--- src/rtl/burst_seq_pkg.sv ---
package burst_seq_pkg;
  localparam int BEAT_W = 2;

  typedef enum logic {
    ORD_LINEAR     = 1'b0,
    ORD_INTERLEAVE = 1'b1
  } burst_order_e;

  // Low address bits for a given start value and beat number.
  function automatic logic [BEAT_W-1:0] beat_offset(
    input logic [BEAT_W-1:0] start,
    input logic [BEAT_W-1:0] beat,
    input burst_order_e      ord
  );
    if (ord == ORD_INTERLEAVE) return start ^ beat;
    return start + beat;
  endfunction
endpackage

--- src/rtl/burst_load_ctrl.sv ---
module burst_load_ctrl (
  input  logic chip_en,
  input  logic stb_cpu,
  input  logic stb_ctl,
  input  logic adv,
  output logic load_o,
  output logic step_o
);
  logic any_stb;

  always_comb begin
    any_stb = stb_cpu | stb_ctl;
    load_o  = chip_en & any_stb;
    step_o  = adv & ~load_o;
  end
endmodule

--- src/rtl/burst_beat_ctr.sv ---
module burst_beat_ctr
  import burst_seq_pkg::*;
(
  input  logic              clk,
  input  logic              rst_n,
  input  logic              load_i,
  input  logic              step_i,
  input  logic [BEAT_W-1:0] start_i,
  input  burst_order_e      order_i,
  output logic [BEAT_W-1:0] low_o,
  output logic [BEAT_W-1:0] beat_o
);
  logic [BEAT_W-1:0] start_q;
  logic [BEAT_W-1:0] beat_q;
  burst_order_e      order_q;

  always_ff @(posedge clk) begin
    if (!rst_n) begin
      start_q <= '0;
      beat_q  <= '0;
      order_q <= ORD_LINEAR;
    end else if (load_i) begin
      start_q <= start_i;
      beat_q  <= '0;
      order_q <= order_i;
    end else if (step_i) begin
      beat_q  <= beat_q + 1'b1;
    end
  end

  assign low_o  = beat_offset(start_q, beat_q, order_q);
  assign beat_o = beat_q;


  beat_step_chk: assert property (@(posedge clk) disable iff (!rst_n)
    step_i |=> beat_o == $past(beat_o) + 2'd1);


  interleave_chk: assert property (@(posedge clk) disable iff (!rst_n)
    (step_i && order_q == ORD_INTERLEAVE) |=> (low_o ^ beat_o) == $past(low_o ^ beat_o));
endmodule

--- src/rtl/burst_addr_seq.sv ---
module burst_addr_seq
  import burst_seq_pkg::*;
#(
  parameter int ADDR_W = 20
) (
  input  logic              clk,
  input  logic              rst_n,
  input  logic              chip_en,
  input  logic              stb_cpu,
  input  logic              stb_ctl,
  input  logic              adv,
  input  logic              order_sel,
  input  logic [ADDR_W-1:0] addr_in,
  output logic [ADDR_W-1:0] addr_out,
  output logic [1:0]        beat_idx
);
  localparam int UP_W = ADDR_W - BEAT_W;

  logic            load_w;
  logic            step_w;
  logic [UP_W-1:0] upper_q;
  logic [BEAT_W-1:0] low_w;
  logic [BEAT_W-1:0] beat_w;
  burst_order_e    order_w;

  assign order_w = order_sel ? ORD_INTERLEAVE : ORD_LINEAR;

  burst_load_ctrl ctrl_i (
    .chip_en (chip_en),
    .stb_cpu (stb_cpu),
    .stb_ctl (stb_ctl),
    .adv     (adv),
    .load_o  (load_w),
    .step_o  (step_w)
  );

  burst_beat_ctr ctr_i (
    .clk     (clk),
    .rst_n   (rst_n),
    .load_i  (load_w),
    .step_i  (step_w),
    .start_i (addr_in[BEAT_W-1:0]),
    .order_i (order_w),
    .low_o   (low_w),
    .beat_o  (beat_w)
  );

  always_ff @(posedge clk) begin
    if (!rst_n)      upper_q <= '0;
    else if (load_w) upper_q <= addr_in[ADDR_W-1:BEAT_W];
  end

  assign addr_out = {upper_q, low_w};
  assign beat_idx = beat_w;


  load_capture_chk: assert property (@(posedge clk) disable iff (!rst_n)
    load_w |=> (addr_out == $past(addr_in)) && (beat_idx == 2'd0));


  disabled_strobe_chk: assert property (@(posedge clk) disable iff (!rst_n)
    (!chip_en && !adv) |=> $stable(addr_out) && $stable(beat_idx));


  strobe_wins_chk: assert property (@(posedge clk) disable iff (!rst_n)
    (chip_en && (stb_cpu || stb_ctl) && adv) |=> beat_idx == 2'd0);


  wait_hold_chk: assert property (@(posedge clk) disable iff (!rst_n)
    (!load_w && !step_w) |=> $stable(addr_out) && $stable(beat_idx));


  upper_stable_chk: assert property (@(posedge clk) disable iff (!rst_n)
    !load_w |=> $stable(addr_out[ADDR_W-1:BEAT_W]));
endmodule

--- config.mk ---
export PLATFORM = sky130hd
export DESIGN_NAME = burst_addr_seq
export DESIGN_NICKNAME = d
export VERILOG_FILES = /design/src/rtl/burst_seq_pkg.sv /design/src/rtl/burst_load_ctrl.sv /design/src/rtl/burst_beat_ctr.sv /design/src/rtl/burst_addr_seq.sv
export SDC_FILE = /design/constraint.sdc
export NUM_CORES = 1
export LEC_CHECK = 0
export ABC_AREA = 1
export BUFFER_PORTS_ARGS = -buffer_cell sky130_fd_sc_hd__buf_2
export CORE_MARGIN = 3
export CORE_UTILIZATION = 48
export CTS_CLUSTER_DIAMETER = 40
export DETAILED_ROUTE_END_ITERATION = 8
export PLACE_DENSITY = 0.83
export SYNTH_ARGS = -nofsm -noshare
export SYNTH_HDL_FRONTEND = slang
export SYNTH_HIERARCHICAL = 1
export SYNTH_SLANG_ARGS = --single-unit
--- constraint.sdc ---
create_clock -name clk -period 2 [get_ports clk]
set_input_delay 0.1 -clock clk [delete_from_list [all_inputs] [get_ports clk]]
set_output_delay 0.1 -clock clk [all_outputs]
set_load 0.02 [all_outputs]
==> results of run 1 <==
[worst register-to-register path: cells and delay by family, from the launching register on]
family	cells	cell delay, ns
AOI/OAI and AO/OA	1	0.13
buffers and inverters	1	0.06
DFF	1	0.43
and+or+nand+nor	1	0.05
[logic make-up (layout without fill, tap and decap cells)]
kind of cell,Yosys count,count (layout),synth area share
simple gates,91,91,0.345
buf+inv,34,81,0.161
fa+ha+maj,1,1,0.0122
flops,23,23,0.448
compound gates,7,7,0.0341
[cell usage after synthesis]
| cell type | instances |
|---|---|
| a21oi_1 | 2 |
| buf_4 | 2 |
| buf_6 | 4 |
| dfxtp_1 | 23 |
| ha_1 | 1 |
| inv_1 | 26 |
| inv_2 | 2 |
| nand2_1 | 43 |
| nand3_1 | 2 |
| nor2_1 | 42 |
| nor2_2 | 4 |
| o21ai_0 | 3 |
| o21ai_1 | 2 |
[per-layer routing]
| metal | wire [µm] | global-route usage | part of all wire | vias to the layer above |
|---|---|---|---|---|
| met2 | 1040 | 0.308 | 0.50 | 27 |
| met5 | 0 | 0 | 0 | - |
| li1 | - | - | - | 542 |
| met1 | 848 | 0.177 | 0.41 | 424 |
| met3 | 167 | 0.0342 | 0.081 | 2 |
| met4 | 12 | 0.0383 | 0.0058 | 0 |
[power by group]
| group | internal, mW | switching (mW) |
|---|---|---|
| logic | 0.0754 | 0.123 |
| registers | 0.492 | 0.0170 |
| clock network | 0.0775 | 0.128 |
[how the worst max path moves through the flow]
stage	start	endpoint	slack (ns)	depth (start not counted)
floorplan	ctr_i/beat_o[0]	addr_out[1]	0.93	6
global placement	chip_en	ctr_i/order_q	0.93	7
detailed placement	chip_en	ctr_i/beat_o[1]	0.88	9
CTS	ctr_i/beat_o[0]	addr_out[1]	0.59	7
global route	ctr_i/beat_o[0]	addr_out[1]	0.46	7
finish	ctr_i/beat_o[0]	addr_out[1]	0.61	7
[sequential cells by signal (all words and copies together), names as in the netlist]
| name | count |
|---|---|
| ctr_i/order_q | 1 |
| ctr_i/start_q | 2 |
| upper_q | 18 |
| ctr_i/beat_o | 2 |
[through the flow]
stage / setup WS [ns] / util / hold WS (ns) / power [mW] / cells
2_1_floorplan: 0.931 / - / 0.235 / 0.658 / 156
3_3_place_gp: 0.926 / 0.624 / 0.326 / 0.711 / 226
3_5_place_dp: 0.879 / 0.624 / 0.329 / 0.720 / 226
4_1_cts: 0.594 / 0.637 / 0.0139 / 0.926 / 230
5_1_grt: 0.460 / 0.637 / 0.0164 / 0.965 / 230
6_report: 0.609 / 0.637 / 0.0171 / 0.913 / 230
[layout by cell type, fill, tap and decap left out]
master    netlist  layout
dfxtp_1        23      23
nor2_2          4       4
o21ai_0         3       3
clkbuf_1        0       1
o21ai_1         2       2
nand2_1        43      43
inv_1          26      26
ha_1            1       1
nor2_1         42      42
a21oi_1         2       2
buf_4           2       1
clkbuf_4        0       3
nand3_1         2       2
buf_2           0      48
inv_2           2       2
[layout make-up]
cell class | count | area, µm² | share of cell area
Tap cell | 27 | 33.8 | 0.0265
Inverter | 28 | 105 | 0.0824
Sequential cell | 23 | 460 | 0.361
Timing Repair Buffer | 49 | 248 | 0.194
Clock buffer | 4 | 26.3 | 0.0206
Multi-Input combinational cell | 99 | 402 | 0.315
==> impl_metrics.sql, run 1 <==
INSERT INTO impl_metrics (metric_group, metric, value, unit) VALUES
('outcome', 'status', 'finished clean', ''),
('global_route', 'grt_start_max_net_pins', '41', ''),
('critical_path', 'worstSetupPathType', 'reg -> out', ''),
('layout', 'fin_area', '1270', 'µm²'),
('layout', 'fraction_of_layout_instances_using_a_drive_strength_above_1', '0.286', ''),
('synthesis', 'ys_seq_elements', '23', ''),
('layout', 'diodes', '0', ''),
('critical_path', 'critical_path.top_delay_family', 'flip-flops', ''),
('power_and_ir_drop', 'p_leak', '0.773', 'nW'),
('global_route', 'grt_first_pass_wirelength', '3350', 'µm'),
('synthesis', 'synth.top_cell.area_share', '0.448', ''),
('cts', 'cts.clk_slew.worst_paths', '0.12', 'ns'),
('timing', 'grt_setup_unrepaired', 'no', ''),
('floorplanning', 'rows', '16', ''),
('layout', 'area_growth_syn_to_layout', '24.1', '%'),
('drt', 'drt.antenna.violating_nets', '0', ''),
('layout', 'design.final.nets', '232', ''),
('min_path', 'worst_hold_path_stage_count', '3', ''),
('power_and_ir_drop', 'vdd.ir_drop.worst', '0.501', 'mV'),
('timing', 'setup_viol_count_final', '0', ''),
('placed_design', 'hpwl', '1630', 'µm'),
('synthesis', 'yosys_warnings', '6', ''),
('cts', 'tritoncts.num_buffers', '3', ''),
('drt', 'drc', '0', ''),
('synthesis', 'post_synthesis_cell_type_with_the_largest_combined_area', 'dfxtp_1', ''),
('critical_path', 'timing.critical_path.buf_inv', '3', ''),
('timing', 'fin_crit', '1.39', 'ns'),
('synthesis', 'synth_area_per_cell', '6.58', 'µm²'),
('cts', 'tritoncts', 'built', ''),
('timing', 'worst_pin_slew', '0.375', 'ns'),
('drt', 'detailedRoute.firstIterationViolations', '9', ''),
('critical_path', 'cp.required', '1.90', 'ns'),
('drt', 'routed_via_density', '4.33', ''),
('critical_path', 'critical_path_arrival', '1.29', 'ns'),
('timing', 'timing.final.hold_violations', '0', ''),
('min_path', 'timing.hold.worst_endpoint', 'ctr_i/start_q[0]', ''),
('power_and_ir_drop', 'power_per_unit_of_standard_cell_area', '716', 'nW/µm²'),
('critical_path', 'count_of_cells_along_the_worst_register_to_register_path', '3', ''),
('cts', 'number_of_post_cts_setup_repair_buffers', '0', ''),
('floorplanning', 'coreArea', '2000', 'µm²'),
('synthesis', 'synth.yosys.seq_area_share', '0.448', ''),
('critical_path', 'setup.worst_path.start_class', 'register', ''),
('cts', 'holdBufCountCts', '0', ''),
('cts', 'clk_path_buf_depth', '2', ''),
('cts', 'cts-resized-gates', '0', ''),
('cts', 'clock_latency', '0.29', 'ns'),
('synthesis', 'yosys.cell_types.count', '13', ''),
('cts', 'clock_tree.root_cell', 'clkbuf_4', ''),
('timing', 'fin_worst_skew', '0.00000464', 'ns'),
('flow_run', 'max_cap_viol_count', '0', ''),
('global_route', 'grtUsageTotal', '0.161', ''),
('critical_path', 'crit_path_max_fanout', '4', ''),
('timing', 'final.period_utilization', '0.696', ''),
('floorplanning', 'chipWidth', '52.3', 'µm'),
('cts', 'cts.sinks', '23', ''),
('placed_design', 'io_buffer_count', '48', ''),
('timing', 'maxSlewHeadroom', '0.750', ''),
('drt', 'wl_per_cell', '9.00', 'µm'),
('floorplanning', 'floorplan.initialDensity', '0.513', ''),
('synthesis', 'synth_cells', '156', ''),
('critical_path', 'timing.critical_path.mode_cell', 'inv_1', ''),
('placed_design', 'post_dp_cell_area', '1250', 'µm²'),
('critical_path', 'cp-end-kind', 'primary output', ''),
('synthesis', 'syn-num-nets', '184', ''),
('critical_path', 'r2r-start', 'ctr_i/beat_o[1]', ''),
('drt', 'total_iterations_of_the_first_detailed_routing_run', '2', ''),
('timing', 'slew_viol_final', '0', ''),
('critical_path', 'regToRegSetupSlack', '1.24', 'ns'),
('cts', 'htreeDepth', '1', ''),
('global_route', 'grt_pass1_vias', '866', ''),
('synthesis', 'mappedNetlistArea', '1030', 'µm²');
(Power assumes the default switching activity.)
==> run 2, diff against run 1 <==
- CORE_UTILIZATION: 48 -> 45
- PLACE_DENSITY: 0.83 -> 0.79
- clock period: 2 -> 1.5 ns (I/O delays scaled with it)
==> impl_metrics.sql, run 2 (synthesized netlist as in run 1, its figures left out) <==
INSERT INTO impl_metrics (metric_group, metric, value, unit) VALUES
('floorplanning', 'coreArea', '2060', 'µm²'),
('drt', 'drc', '0', ''),
('drt', 'routed_via_density', '4.28', ''),
('critical_path', 'critical_path.endpoint', 'addr_out[1]', ''),
('drt', 'drt.antenna.violating_nets', '0', ''),
('timing', 'grt_setup_unrepaired', 'no', ''),
('cts', 'clock_tree.root_cell', 'clkbuf_4', ''),
('power_and_ir_drop', 'power_frac_seq', '0.554', ''),
('critical_path', 'cp.required', '1.42', 'ns'),
('timing', 'sum_of_negative_setup_slack', '0', 'ns'),
('critical_path', 'cp-end-kind', 'primary output', ''),
('cts', 'cts.sinks', '23', ''),
('drt', 'wl_per_cell', '8.76', 'µm'),
('layout', 'design.final.nets', '234', ''),
('critical_path', 'crit-reg2reg-capture', 'ctr_i/beat_o[1]', ''),
('power_and_ir_drop', 'clock_power_share', '0.228', ''),
('floorplanning', 'rows', '16', ''),
('drt', 'total_iterations_of_the_first_detailed_routing_run', '4', ''),
('cts', 'tritoncts', 'built', ''),
('global_route', 'grt_pass1_vias', '777', ''),
('power_and_ir_drop', 'net_switching_fraction_of_the_power', '0.298', ''),
('cts', 'tritoncts.num_buffers', '3', ''),
('timing', 'fmax', '0.743', 'GHz'),
('outcome', 'status', 'finished clean', ''),
('critical_path', 'regToRegSetupSlack', '0.76', 'ns'),
('critical_path', 'critical_path_arrival', '1.27', 'ns'),
('critical_path', 'worstSetupPathType', 'reg -> out', ''),
('global_route', 'grt_start_max_net_pins', '23', ''),
('timing', 'final.period_utilization', '0.897', ''),
('power_and_ir_drop', 'net_switching_component_of_the_power', '0.365', 'mW'),
('drt', 'detailedRoute.firstIterationViolations', '12', ''),
('cts', 'htreeDepth', '1', ''),
('critical_path', 'count_of_cells_along_the_worst_register_to_register_path', '3', ''),
('timing', 'setup_viol_count_final', '0', ''),
('global_route', 'grt_first_pass_wirelength', '3110', 'µm'),
('drt', 'detailroute.via_count', '992', ''),
('placed_design', 'hpwl', '1590', 'µm'),
('power_and_ir_drop', 'power_per_unit_of_standard_cell_area', '946', 'nW/µm²'),
('floorplanning', 'floorplan.initialDensity', '0.498', ''),
('layout', 'largest-register', 'upper_q', ''),
('global_route', 'grt_antenna_before_repair', '0', ''),
('timing', 'worst_pin_slew', '0.373', 'ns'),
('power_and_ir_drop', 'combPwrFrac', '0.218', ''),
('min_path', 'min_path_type', 'in -> reg', ''),
('floorplanning', 'fp.dieArea', '2890', 'µm²'),
('floorplanning', 'die-height', '53.8', 'µm'),
('placed_design', 'io_buffer_count', '48', ''),
('placed_design', 'post-place-ws', '0.446', 'ns'),
('timing', 'layout_setup_ws', '0.154', 'ns'),
('critical_path', 'crit_start', 'ctr_i/beat_o[0]', ''),
('min_path', 'min-delay-start', 'addr_in[2]', ''),
('timing', 'finalHoldWorstSlack', '0.0427', 'ns'),
('global_route', 'grtUsageTotal', '0.146', ''),
('cts', 'cts.clk_slew.worst_paths', '0.13', 'ns'),
('layout', 'area_growth_syn_to_layout', '26.1', '%'),
('layout', 'finalCoreUtilization', '0.628', ''),
('critical_path', 'setup.worst_path.start_class', 'register', ''),
('cts', 'clock_latency', '0.29', 'ns'),
('timing', 'slew_viol_final', '0', ''),
('timing', 'fin_worst_skew', '0.0000360', 'ns'),
('power_and_ir_drop', 'vdd.ir_drop.worst', '0.548', 'mV'),
('power_and_ir_drop', 'intPower', '0.860', 'mW'),
('placed_design', 'placed_cell_count', '227', ''),
('global_route', 'global_route.overflow_total', '0', ''),
('placed_design', 'gp_congestion', '0.721', ''),
('layout', 'finalNonFillerCells', '232', ''),
('drt', 'drt-total-wl', '2030', 'µm'),
('layout', 'diodes', '0', ''),
('timing', 'fin_crit', '1.35', 'ns'),
('floorplanning', 'io_pins', '49', ''),
('cts', 'clk_path_buf_depth', '2', ''),
('layout', 'fraction_of_layout_instances_using_a_drive_strength_above_1', '0.298', ''),
('critical_path', 'r2r-start', 'ctr_i/beat_o[1]', ''),
('layout', 'largest_register_ff_count', '18', ''),
('power_and_ir_drop', 'p_leak', '0.785', 'nW'),
('timing', 'timing.final.hold_violations', '0', ''),
('critical_path', 'crit_path_max_fanout', '4', ''),
('layout', 'mostFrequentLayoutCells', '48 x buf_2, 43 x nand2_1, 42 x nor2_1', ''),
('floorplanning', 'chipWidth', '53.8', 'µm'),
('flow_run', 'max_cap_viol_count', '0', ''),
('layout', 'mostFrequentLayoutCell', 'buf_2', ''),
('timing', 'maxSlewHeadroom', '0.751', '');
-- run 2: changes by cell type in the layout (fill, tap and decap cells not counted) --
cell / delta
clkbuf_1: -1
dfxtp_2: +1
dlygate4sd3_1: +1
buf_4: +1
clkinv_2: +1
dfxtp_1: -1
-- run 2: worst min-delay path by stage --
stage                       end  cells after the start
2_1_floorplan  ctr_i/start_q[0]                      2
3_5_place_dp   ctr_i/start_q[0]                      3
4_1_cts             upper_q[17]                      5
5_1_grt             upper_q[17]                      5
3_3_place_gp   ctr_i/start_q[0]                      3
6_report             upper_q[0]                      5
-- run 2: per-layer routing --
layer | routed length, µm | up-vias | part of all wire | global-route usage
li1 | - | 547 | - | -
met3 | 193 | 2 | 0.095 | 0.0332
met5 | 0 | - | 0 | 0
met2 | 903 | 35 | 0.44 | 0.250
met4 | 10 | 0 | 0.0049 | 0.0638
met1 | 925 | 408 | 0.45 | 0.172
-- run 2: critical path, stage by stage (launching register included) --
cell	delay (ns)
dfxtp_2	0.37
ha_1	0.17
inv_1	0.04
nor2_1	0.08
nand3_1	0.08
nand2_1	0.06
inv_1	0.03
buf_2	0.14
-- run 2: cell type report --
| class | instances | area, µm² |
|---|---|---|
| fillers | 195 | 767 |
| inverters | 28 | 105 |
| clock buffers | 3 | 22.5 |
| clock inverters | 1 | 5.00 |
| repair buffers | 51 | 265 |
| well taps | 27 | 33.8 |
| multi-input cells | 99 | 402 |
| flip-flops and latches | 23 | 462 |
-- run 2: power groups by stage --
stage	clock, mW	combinational (mW)	sequential [mW]
3_3_place_gp	0	0.261	0.691
2_1_floorplan	0	0.138	0.739
6_report	0.279	0.267	0.679
3_5_place_dp	0	0.268	0.692
5_1_grt	0.315	0.301	0.685
4_1_cts	0.292	0.270	0.679
-- run 2: stage by stage --
step	cell area [µm²]	total power [mW]
after detailed placement	1260	0.960
after CTS	1290	1.24
after global placement	1260	0.951
after global routing	1290	1.30
after floorplan	1030	0.877
final	1290	1.22
-- run 2: what timing repair did --
item                                    CTS  global route
buffers inserted                          0             0
endpoints found under the setup margin    0             1
resized for setup                         0             1
hold buffers                              1             0
endpoints found under the hold margin     1             0
==> run 3, diff against run 2 <==
- CTS_CLUSTER_DIAMETER: 40 -> 30
- PLACE_DENSITY: 0.79 -> 0.78
==> impl_metrics.sql, run 3 (synthesized netlist as in run 1, its figures left out) <==
INSERT INTO impl_metrics (metric_group, metric, value, unit) VALUES
('outcome', 'status', 'finished clean', ''),
('floorplanning', 'coreArea', '2060', 'µm²'),
('drt', 'detailroute.via_count', '966', ''),
('drt', 'routed_via_density', '4.16', ''),
('timing', 'fin_worst_skew', '0.0000500', 'ns'),
('timing', 'timing.final.hold_violations', '0', ''),
('layout', 'ff_latch_area', '460', 'µm²'),
('layout', 'largest-register', 'upper_q', ''),
('timing', 'setup_viol_count_final', '0', ''),
('critical_path', 'setup.worst_path.start_class', 'register', ''),
('layout', 'mostFrequentLayoutCell', 'buf_2', ''),
('min_path', 'min_path_type', 'in -> reg', ''),
('critical_path', 'cp-end-kind', 'primary output', ''),
('floorplanning', 'chipWidth', '53.8', 'µm'),
('placed_design', 'hpwl', '1550', 'µm'),
('power_and_ir_drop', 'power_per_unit_of_standard_cell_area', '945', 'nW/µm²'),
('layout', 'multi_input_comb_area', '402', 'µm²'),
('timing', 'fin_crit', '1.36', 'ns'),
('timing', 'grt_setup_unrepaired', 'no', ''),
('global_route', 'grt_pass1_vias', '806', ''),
('flow_run', 'max_cap_viol_count', '0', ''),
('drt', 'drc', '0', ''),
('floorplanning', 'die-height', '53.8', 'µm'),
('cts', 'tritoncts', 'built', ''),
('drt', 'drt-total-wl', '2030', 'µm'),
('power_and_ir_drop', 'vdd.ir_drop.worst', '0.512', 'mV'),
('critical_path', 'cp.required', '1.42', 'ns'),
('layout', 'finalCoreUtilization', '0.627', ''),
('placed_design', 'io_buffer_count', '48', ''),
('drt', 'wl_per_cell', '8.77', 'µm'),
('drt', 'detailedRoute.firstIterationViolations', '7', ''),
('drt', 'drt.antenna.violating_nets', '0', ''),
('global_route', 'grt_first_pass_wirelength', '3150', 'µm'),
('timing', 'sum_of_negative_setup_slack', '0', 'ns'),
('cts', 'clock_latency', '0.30', 'ns'),
('cts', 'cts.sinks', '23', ''),
('cts', 'htreeDepth', '1', ''),
('layout', 'largest_register_ff_count', '18', ''),
('cts', 'holdBufCountCts', '1', ''),
('floorplanning', 'io_pins', '49', ''),
('timing', 'worst_pin_slew', '0.376', 'ns'),
('layout', 'fraction_of_layout_instances_using_a_drive_strength_above_1', '0.293', ''),
('global_route', 'grtUsageTotal', '0.146', ''),
('cts', 'tritoncts.num_buffers', '3', ''),
('power_and_ir_drop', 'p_leak', '0.785', 'nW'),
('cts', 'clock_tree.root_cell', 'clkbuf_4', ''),
('drt', 'total_iterations_of_the_first_detailed_routing_run', '3', ''),
('layout', 'design.final.nets', '234', ''),
('cts', 'clk_path_buf_depth', '2', ''),
('floorplanning', 'floorplan.initialDensity', '0.498', ''),
('cts', 'cts.clk_slew.worst_paths', '0.12', 'ns'),
('cts', 'cts-resized-gates', '0', ''),
('global_route', 'global_route.overflow_total', '0', ''),
('timing', 'final.period_utilization', '0.910', ''),
('layout', 'number_of_fill_cells_in_the_layout', '215', ''),
('layout', 'diodes', '0', ''),
('timing', 'slew_viol_final', '0', ''),
('critical_path', 'critical_path_arrival', '1.29', 'ns'),
('placed_design', 'gp_congestion', '0.717', ''),
('layout', 'area_growth_syn_to_layout', '25.9', '%'),
('critical_path', 'crit_path_max_fanout', '4', ''),
('global_route', 'grt_antenna_before_repair', '0', ''),
('floorplanning', 'rows', '16', ''),
('floorplanning', 'fp.dieArea', '2890', 'µm²'),
('cts', 'number_of_post_cts_setup_repair_buffers', '0', ''),
('layout', 'mostFrequentLayoutCells', '48 x buf_2, 43 x nand2_1, 42 x nor2_1', ''),
('timing', 'maxSlewHeadroom', '0.749', ''),
('timing', 'fmax', '0.733', 'GHz'),
('global_route', 'grt_start_max_net_pins', '23', ''),
('critical_path', 'worstSetupPathType', 'reg -> out', '');
## run 3: cell counts in the layout (fill, tap and decap cells not counted)
Identical to the previous run, type by type.
## run 3: critical path, cell delays in order (launching register included)
cell and delay (ns):
dfxtp_1 0.40, ha_1 0.18, inv_1 0.04, nor2_1 0.07, nand3_1 0.07, nand2_1 0.06, inv_1 0.03, buf_2 0.14
## run 3: metrics by stage
| stage | std cells | power, mW | worst slack [ns] | hold WS (ns) | instance area, µm² |
|---|---|---|---|---|---|
| 6_report | 232 | 1.22 | 0.136 | 0.0464 | 1290 |
| 5_1_grt | 232 | 1.30 | 0.0225 | 0.0422 | 1290 |
| 4_1_cts | 232 | 1.24 | 0.112 | 0.0252 | 1290 |
| 3_5_place_dp | 227 | 0.959 | 0.467 | 0.312 | 1260 |
| 3_3_place_gp | 227 | 0.952 | 0.476 | 0.304 | 1260 |
| 2_1_floorplan | 156 | 0.877 | 0.456 | 0.210 | 1030 |
## run 3: where the power goes
| part | leakage (nW) | total [mW] | internal, mW | switching [mW] |
|---|---|---|---|---|
| sequential | 0.190 | 0.678 | 0.656 | 0.0226 |
| combinational | 0.577 | 0.266 | 0.104 | 0.162 |
| clock | 0.0177 | 0.278 | 0.0993 | 0.179 |
| total | 0.785 | 1.22 | 0.859 | 0.364 |
## run 3: per-layer routing
layer	global-route usage	vias to the layer above	share of wire
met5	0	-	0
met4	0.0511	0	0.0059
met3	0.0249	2	0.085
met2	0.248	33	0.43
met1	0.185	387	0.48
li1	-	544	-
## run 3: layout make-up
cell class,count,area share
clock buffer,3,0.0174
clock inverter,1,0.00387
timing repair buffer,51,0.205
sequential,23,0.356
tap,27,0.0261
inverter,28,0.0812
multi-input combinational,99,0.310
## run 3: final timing paths
path / from / to / slack, ns / cells after the start
max: ctr_i/beat_o[0] / addr_out[1] / 0.14 / 7
min: addr_in[6] / upper_q[4] / 0.05 / 5
max reg2reg: ctr_i/beat_o[1] / ctr_i/beat_o[1] / 0.74 / 3
min reg2reg: upper_q[0] / upper_q[0] / 0.48 / 2
